==> config.mk <==
export PLATFORM = sky130hd
export DESIGN_NAME = tc_unit
export DESIGN_NICKNAME = d
export VERILOG_FILES = /design/src/rtl/tc_pkg.sv /design/src/rtl/tc_cond_eval.sv /design/src/rtl/tc_target.sv /design/src/rtl/tc_action.sv /design/src/rtl/tc_unit.sv
export SDC_FILE = /design/constraint.sdc
export NUM_CORES = 1
export LEC_CHECK = 0
export CAP_MARGIN = 25
export CORE_MARGIN = 3
export CORE_UTILIZATION = 45
export DETAILED_ROUTE_END_ITERATION = 8
export GPL_TIMING_DRIVEN = 0
export PLACE_DENSITY = 0.82
export SETUP_SLACK_MARGIN = 0.1
export SLEW_MARGIN = 20
export SYNTH_ARGS = -nofsm -noshare
export SYNTH_HDL_FRONTEND = slang
export SYNTH_SLANG_ARGS = --single-unit
==> constraint.sdc <==
create_clock -name clk_i -period 1.2 [get_ports clk_i]
set_input_delay 0.24 -clock clk_i [delete_from_list [all_inputs] [get_ports clk_i]]
set_output_delay 0.24 -clock clk_i [all_outputs]
set_load 0.01 [all_outputs]
==> src/rtl/tc_pkg.sv <==
package tc_pkg;
  localparam int INSN_W  = 32;
  localparam int PHS_W   = 3;
  localparam int BYTE_W  = 8;
  localparam int B_REL   = 23;
  localparam int B_CARRY = 21;
  localparam int B_FLY   = 20;
  localparam int B_POL   = 19;
  localparam int B_DATA  = 18;
  localparam int B_PHASE = 17;

  typedef enum logic [2:0] {
    OP_JUMP = 3'd0, OP_CALL = 3'd1, OP_RET = 3'd2, OP_INT = 3'd3,
    OP_RSV4 = 3'd4, OP_RSV5 = 3'd5, OP_RSV6 = 3'd6, OP_RSV7 = 3'd7
  } tc_op_e;

  typedef struct packed {
    tc_op_e             op;
    logic [PHS_W-1:0]   phase;
    logic               rel;
    logic               use_carry;
    logic               fly;
    logic               pol;
    logic               use_data;
    logic               use_phase;
    logic [BYTE_W-1:0]  ign_mask;
    logic [BYTE_W-1:0]  dval;
  } tc_fields_t;

  function automatic tc_fields_t tc_decode(input logic [INSN_W-1:0] w);
    tc_fields_t f;
    f.op        = tc_op_e'(w[29:27]);
    f.phase     = w[26:24];
    f.rel       = w[B_REL];
    f.use_carry = w[B_CARRY];
    f.fly       = w[B_FLY];
    f.pol       = w[B_POL];
    f.use_data  = w[B_DATA];
    f.use_phase = w[B_PHASE];
    f.ign_mask  = w[15:8];
    f.dval      = w[7:0];
    return f;
  endfunction
endpackage

==> src/rtl/tc_cond_eval.sv <==
module tc_cond_eval
  import tc_pkg::*;
(
  input  tc_fields_t        fld_i,
  input  logic              carry_i,
  input  logic [PHS_W-1:0]  phase_i,
  input  logic [BYTE_W-1:0] sfbr_i,
  output logic              taken_o
);
  logic [BYTE_W-1:0] cmp_mask;
  logic              cond;

  assign cmp_mask = ~fld_i.ign_mask;

  // terms apply in order only while the condition still matches polarity
  always_comb begin
    cond = fld_i.pol;
    if (fld_i.use_carry && (cond == fld_i.pol))
      cond = carry_i;
    if (fld_i.use_phase && (cond == fld_i.pol))
      cond = (phase_i == fld_i.phase);
    if (fld_i.use_data && (cond == fld_i.pol))
      cond = ((sfbr_i & cmp_mask) == (fld_i.dval & cmp_mask));
  end

  assign taken_o = (cond == fld_i.pol);
endmodule

==> src/rtl/tc_target.sv <==
module tc_target #(
  parameter int PTR_W = 32,
  parameter int OFF_W = 24
) (
  input  logic             rel_i,
  input  logic [PTR_W-1:0] operand_i,
  input  logic [PTR_W-1:0] ptr_i,
  output logic [PTR_W-1:0] target_o
);
  localparam int EXT_W = PTR_W - OFF_W;

  logic [PTR_W-1:0] offset;

  generate
    if (EXT_W > 0) begin : g_sext
      assign offset = {{EXT_W{operand_i[OFF_W-1]}}, operand_i[OFF_W-1:0]};
    end else begin : g_full
      assign offset = operand_i;
    end
  endgenerate

  assign target_o = rel_i ? (ptr_i + offset) : operand_i;
endmodule

==> src/rtl/tc_action.sv <==
module tc_action
  import tc_pkg::*;
#(
  parameter int PTR_W = 32
) (
  input  tc_fields_t       fld_i,
  input  logic             taken_i,
  input  logic [PTR_W-1:0] ptr_i,
  input  logic [PTR_W-1:0] target_i,
  input  logic [PTR_W-1:0] temp_i,
  output logic [PTR_W-1:0] next_ptr_o,
  output logic             temp_we_o,
  output logic             sir_o,
  output logic             fly_o,
  output logic             illegal_o,
  output logic             vec_we_o
);
  always_comb begin
    next_ptr_o = ptr_i;
    temp_we_o  = 1'b0;
    sir_o      = 1'b0;
    fly_o      = 1'b0;
    illegal_o  = 1'b0;
    vec_we_o   = 1'b0;
    if (taken_i) begin
      unique case (fld_i.op)
        OP_JUMP: next_ptr_o = target_i;
        OP_CALL: begin
          next_ptr_o = target_i;
          temp_we_o  = 1'b1;
        end
        OP_RET:  next_ptr_o = temp_i;
        OP_INT: begin
          vec_we_o = 1'b1;
          if (fld_i.fly) fly_o = 1'b1;
          else           sir_o = 1'b1;
        end
        default: illegal_o = 1'b1;
      endcase
    end
  end
endmodule

==> src/rtl/tc_unit.sv <==
module tc_unit
  import tc_pkg::*;
#(
  parameter int PTR_W = 32,
  parameter int OFF_W = 24
) (
  input  logic              clk_i,
  input  logic              rst_ni,
  input  logic              exec_i,
  input  logic [INSN_W-1:0] insn_i,
  input  logic [PTR_W-1:0]  operand_i,
  input  logic [PTR_W-1:0]  ptr_i,
  input  logic [PHS_W-1:0]  phase_i,
  input  logic              carry_i,
  input  logic [BYTE_W-1:0] sfbr_i,
  input  logic [PTR_W-1:0]  temp_i,
  output logic              done_o,
  output logic              taken_o,
  output logic [PTR_W-1:0]  next_ptr_o,
  output logic              temp_we_o,
  output logic [PTR_W-1:0]  temp_wdata_o,
  output logic              sir_o,
  output logic              intfly_o,
  output logic              illegal_o,
  output logic [PTR_W-1:0]  vector_o
);
  tc_fields_t       fld;
  logic             taken_c;
  logic [PTR_W-1:0] target_c;
  logic [PTR_W-1:0] next_c;
  logic             twe_c, sir_c, fly_c, ill_c, vwe_c;

  assign fld = tc_decode(insn_i);

  tc_cond_eval u_cond (
    .fld_i   (fld),
    .carry_i (carry_i),
    .phase_i (phase_i),
    .sfbr_i  (sfbr_i),
    .taken_o (taken_c)
  );

  tc_target #(.PTR_W(PTR_W), .OFF_W(OFF_W)) u_tgt (
    .rel_i     (fld.rel),
    .operand_i (operand_i),
    .ptr_i     (ptr_i),
    .target_o  (target_c)
  );

  tc_action #(.PTR_W(PTR_W)) u_act (
    .fld_i      (fld),
    .taken_i    (taken_c),
    .ptr_i      (ptr_i),
    .target_i   (target_c),
    .temp_i     (temp_i),
    .next_ptr_o (next_c),
    .temp_we_o  (twe_c),
    .sir_o      (sir_c),
    .fly_o      (fly_c),
    .illegal_o  (ill_c),
    .vec_we_o   (vwe_c)
  );

  always_ff @(posedge clk_i or negedge rst_ni) begin
    if (!rst_ni) begin
      done_o       <= 1'b0;
      taken_o      <= 1'b0;
      next_ptr_o   <= '0;
      temp_we_o    <= 1'b0;
      temp_wdata_o <= '0;
      sir_o        <= 1'b0;
      intfly_o     <= 1'b0;
      illegal_o    <= 1'b0;
      vector_o     <= '0;
    end else begin
      done_o    <= exec_i;
      taken_o   <= exec_i & taken_c;
      temp_we_o <= exec_i & twe_c;
      sir_o     <= exec_i & sir_c;
      intfly_o  <= exec_i & fly_c;
      illegal_o <= exec_i & ill_c;
      if (exec_i) begin
        next_ptr_o   <= next_c;
        temp_wdata_o <= ptr_i;
        if (vwe_c) vector_o <= operand_i;
      end
    end
  end
endmodule

## Word-level counts from Yosys, hierarchy flattened

Cells that the tools add are included.

- Output and inout bits: 102
- Register bits: 102
- Bits in latches: 0
- Memory bits (writable): 0
- Input port bits: 143
- Memory bits (read-only): 0
- Memories kept: 0
- Logic and storage cells: 50

- Div/mod/pow operators: 0
- $mul: 0
- Add/sub/neg operators: 1
- Muxes and demuxes: 18
- Bitwise logic cells: 8
- Magnitude comparators: 0
- Equal/unequal tests: 8
- Shift operators: 0
- Reduce and logical (&&, ||, !) cells: 6

Operator list:

| cell | number |
|---|---|
| $mux W32 | 2 |
| $pmux W32 S2 | 1 |
| $add A32 B32 Y32 | 1 |
| $and A8 B8 Y8 | 2 |
| $mux W1 | 15 |
| $eq A8 B8 Y1 | 1 |
| $not A8 Y8 | 1 |
| $eq A3 B2 Y1 const B | 2 |
| $and A1 B1 Y1 | 5 |
| $reduce_or A4 Y1 | 1 |
| $eq A1 B1 Y1 | 3 |
| $eq A3 B1 Y1 const B | 1 |
| $eq A3 B3 Y1 | 1 |
| $logic_not A3 Y1 | 1 |
| $logic_and A1 B1 Y1 | 2 |
| $reduce_and A2 Y1 | 1 |
| $reduce_or A2 Y1 | 1 |

## Depth between registers and ports, before layout

- Depth in word-level cells: 10
- Depth in mapped cells: 11
- Mapped depth without buffers: 11

## Modules after synthesis

A second synthesis with hierarchy kept.

- Cell total of the unflattened synthesis: 699
- Area, all modules: 7470.9 µm²

By module, submodules not included:

| module | area each (µm²) | instances | cells an instance | sequential area each (µm²) |
|---|---|---|---|---|
| tc_unit | 3900.0 | 1 | 215 | 2552.4 |
| tc_target | 2184.6 | 1 | 296 | 0.0 |
| tc_action | 1192.4 | 1 | 161 | 0.0 |
| tc_cond_eval | 193.9 | 1 | 27 | 0.0 |

## Worst setup path after synthesis

OpenSTA, ideal clock, no wires.

- Path type: input port to flip-flop
- From: in operand_i[0]
- To: reg next_ptr_o[30]
- Library setup time: 0.101 ns
- Cell stages on the path: 11
- Required time: 1.099 ns
- Path buffers: 0
- Path slack: -1.636 ns
- Arrival: 2.735 ns
- Cells stage by stage: ha_1 fa_1 a21oi_1 o21ai_1 a31oi_1 o32ai_1 a31o_2 a2111oi_0 nor3_1 xnor2_1 o32ai_1

- Cells in the longest elaborated chain, start to end: 4

Ends and longest elaborated chain:

| what | line | RTL |
|---|---|---|
| from (decl) | tc_unit.sv:11 | `input logic [PTR_W-1:0] operand_i,` |
| $add A32 B32 Y32 | tc_target.sv:22 | `assign target_o = rel_i ? (ptr_i + offset) : operand_i;` |
| $mux W32 | tc_target.sv:22 |  |
| $pmux W32 S2 | tc_action.sv:26 | `unique case (fld_i.op)` |
| $mux W32 | tc_action.sv:25 | `if (taken_i) begin` |
| to (signal assigned) | tc_unit.sv:83 | `next_ptr_o <= next_c;` |
| to (decl) | tc_unit.sv:19 | `output logic [PTR_W-1:0] next_ptr_o,` |

No other way between the ends.
A chain may end at the register's enable or synchronous reset.

## Worst setup path after layout

- From: in operand_i[22]
- To: reg next_ptr_o[26]

Same word-level chain as after synthesis.

==> flow_summary.toml <==
[status]
outcome = "finished, violations left"
failing_checks = "setup timing"

[sta]
timing.max_slew.rel_slack_pct = 42.9
totalNegativeSetupSlack_ns = -69.90
layout_worst_path_cycle_share_pct = 201
layout_setup_ws_ns = -1.21
max_clock_freq_mhz = 415
finalSetupViolations = 69
finalMaxSlewViolations = 0
skew_ns = 0
finalHoldViolations = 0
tightestPinTransition_ns = 0.856
time_the_final_worst_path_needs_with_i_o_delays_and_setup_ns = 2.41
grt_setup_unrepaired = "true"

[worst_setup_path]
cp-end-kind = "register"
crit_fanout = 7
cp.arrival_ns = 2.66
start_kind = "primary input"
crit_required_ns = 1.45
worstSetupPathType = "in -> reg"
critical_path.slowest_cell = "a311o_1"
max_stage_delay_ns = 0.35
timing.critical_path.cells = "clkbuf_2, ha_1, clkbuf_8, and3_4, and2_4, a221o_1, a31o_4, buf_6, xor2_1, mux2i_1, nor3_2, a311o_1"

[detailed_routing]
avgRoutedWirePerCell_um = 25.3
drt-pass1-iter-count = 6
drt_iter0_markers = 878
detail_route.vias_per_cell = 6.31
postRouteAntennaNets = 0
detail_route.wirelength_um = 29600
route.detailed.drc = 0
via_count = 7396

[clock_tree]
ctsRootBufferMaster = "clkbuf_16"
clk_latency_ns = 0.35
cts_tree = "built"
clkSinkCount = 102
clk_path_buf_depth = 2
numCtsBuffers = 9
htree_num_levels = 3
worst_setup_hold_path_clk_slew_ns = 0.08

[synth]
post-synth-top-count-cell = "dfrtp_1"
synth_common_cells = "dfrtp_1 (102), a21oi_1 (61), nor2_1 (48)"
postSynthRegisterBits = 102
synth_area_sq_mm = 0.00641
synth_top_area_share_pct = 39.8
synth-warning-count = 0
mappedNetlistNets = 798
synth-main-ff-cell = "dfrtp_1"
post-synth-top-area-cell = "dfrtp_1"
synth_edf_count = 0
synth_area_leaders = "dfrtp_1 (40%), mux2_2 (6.5%), mux2_4 (6.3%), ha_1 (6.1%), a21oi_1 (4.8%)"
synthCells = 623
yosysSeqAreaShare_pct = 39.8
post_synth.cell_area_avg_sq_um = 10.3
synth_async_sr_flop_share_pct = 100
synth_cell_type_count = 63

[pwr]
comb_power_share_pct = 43.6
static-leakage-power_uw = 0.00509
power.internal_uw = 9110
power_switching_uw = 4530
pwr-share-seq_pct = 32.2
power.density_mw_per_mm2 = 1220
vdd_drop_max_uv = 794
p_sw_share_pct = 33.2
clkPwrFrac_pct = 24.2

[layout]
num-fill-cells = 718
post_route_cells_drive_above_1_share_pct = 51.9
area_growth_pct = 74.9
finish.net_count = 1166
area.sequential_sq_mm = 0.00255
final_util_pct = 82.7
multi_input_comb_area_sq_mm = 0.00478
n_antenna_cell = 0
fin_cells = 1172

[floorplan]
dieHeight_um = 125
fp.coreArea_sq_mm = 0.0136
start_util_pct = 47.3
floorplan_die_width_um = 125
rows = 42
dieArea_sq_mm = 0.0157
io_pins = 245

[placed_design]
gpl.final_weighted_congestion = 0.995
detailedPlacementHpwl_um = 17700
portBuffers = 240
dpl_cells = 1040

[global_route]
grt_overflow = 0
grt_pass1_vias = 7509
global_route_wire_length_before_repair_um = 41300
grt_start_max_net_pins = 70
antenna_found_initial = 0
groute.usage.overall_pct = 33.4

[flow_run]
max_cap_violations = 0

[worst_hold_path]
hold_path.class = "in -> reg"
critical path, delay by kind of cell:
kind | cells | cell delay (ns)
and+or+nand+nor | 3 | 0.47
adders and majority gates | 1 | 0.33
buffers and inverters | 3 | 0.42
muxes | 1 | 0.18
AOI/OAI and AO/OA | 3 | 0.90
xor gates and xnor gates | 1 | 0.13
cell type report:
class	instances	share of cell area, %
well taps	176	1.96
flip-flops and latches	102	22.8
clock buffers	11	2.16
repair buffers	357	26.6
clock inverters	5	0.736
inverters	13	0.480
multi-input cells	478	42.6
plain buffers	30	2.62
sequential cells by signal (all words and copies together), names as in the netlist:
register / cells
vector_o: 32
temp_wdata_o: 32
next_ptr_o: 32
temp_we_o: 1
taken_o: 1
done_o: 1
sir_o: 1
illegal_o: 1
intfly_o: 1
power groups by stage:
stage                     clock network, uW  registers, uW  logic (uW)
after global routing                   3440           4450        6220
after CTS                              3260           4340        5080
after detailed placement                  0           4420        4640
after global placement                    0           4380        4530
final                                  3310           4390        5950
after floorplan                           0           4670        1990
cells by family after synthesis:
kind of cell,Yosys count,synth area share [%]
buffers and inverters,44,2.97
AO/OA/AOI/OAI,206,21.6
adder cells (fa/ha/maj),32,6.36
multiplexers,75,14.5
flip-flops,102,39.8
AND/OR/NAND/NOR,127,9.60
XOR/XNOR,37,5.06
path summary, 6_finish.rpt:
check,startpoint,end,slack [ns],cells after the start
worst max-delay path,operand_i[22],next_ptr_o[26],-1.21,12
worst min-delay path,exec_i,done_o,0.08,1
worst max register to register,next_ptr_o[26],next_ptr_o[26],0.17,4
worst min register to register,temp_wdata_o[31],temp_wdata_o[31],0.50,1
max in group asynchronous,rst_ni,vector_o[27],0.20,3
min in group asynchronous,rst_ni,next_ptr_o[7],0.33,2
layout by cell type (no fill, tap or decap), types with 6 or more instances in the layout:
master and count:
a22oi_2 11, mux2i_1 11, buf_8 9, clkbuf_2 28, a21oi_1 32, clkbuf_16 13, dfrtp_1 102, clkbuf_8 6
xor2_1 11, o21ai_1 7, a222oi_1 10, a22oi_1 8, xnor2_1 18, o21ai_0 18, mux2_2 36, ha_4 24
a21oi_2 23, clkbuf_1 9, buf_6 56, buf_4 96, ha_1 7, clkdlybuf4s50_1 56, nor2_1 42, a21oi_4 7
buf_2 83, mux2_4 28, inv_1 12, nand2_1 29, xnor2_2 6, a21o_1 17, dlygate4sd2_1 22
routing by layer:
layer | up-vias | track usage, % | part of all wire, %
met1 | 3669 | 40.2 | 36
met3 | 128 | 7.38 | 8.8
met2 | 508 | 57.2 | 50
met5 | - | 0 | 0
met4 | 0 | 15.3 | 4.6
li1 | 3091 | - | -
timing repair:
| action | 4_1_cts | 5_1_grt |
|---|---|---|
| hold endpoints to repair | 33 | 0 |
| setup buffers | 71 | 45 |
| gates resized for setup | 742 | 153 |
| pin swaps | 76 | 77 |
| cloned | 7 | 0 |
| hold buffers | 1 | 0 |
| setup endpoints to repair | 203 | 189 |
through the flow:
step	hold slack [ns]	total power (uW)	setup WS, ns	cell area [sq um]
after detailed placement	0.152	9060	-2.26	9340
final	0.0755	13600	-1.21	11200
after CTS	0.126	12700	-1.24	10600
after global routing	0.0772	14100	-1.28	11200
after global placement	0.480	8910	-3.87	9310
after floorplan	-0.0556	6660	-1.23	6680
No activity file was read; power rests on OpenSTA's default activity.
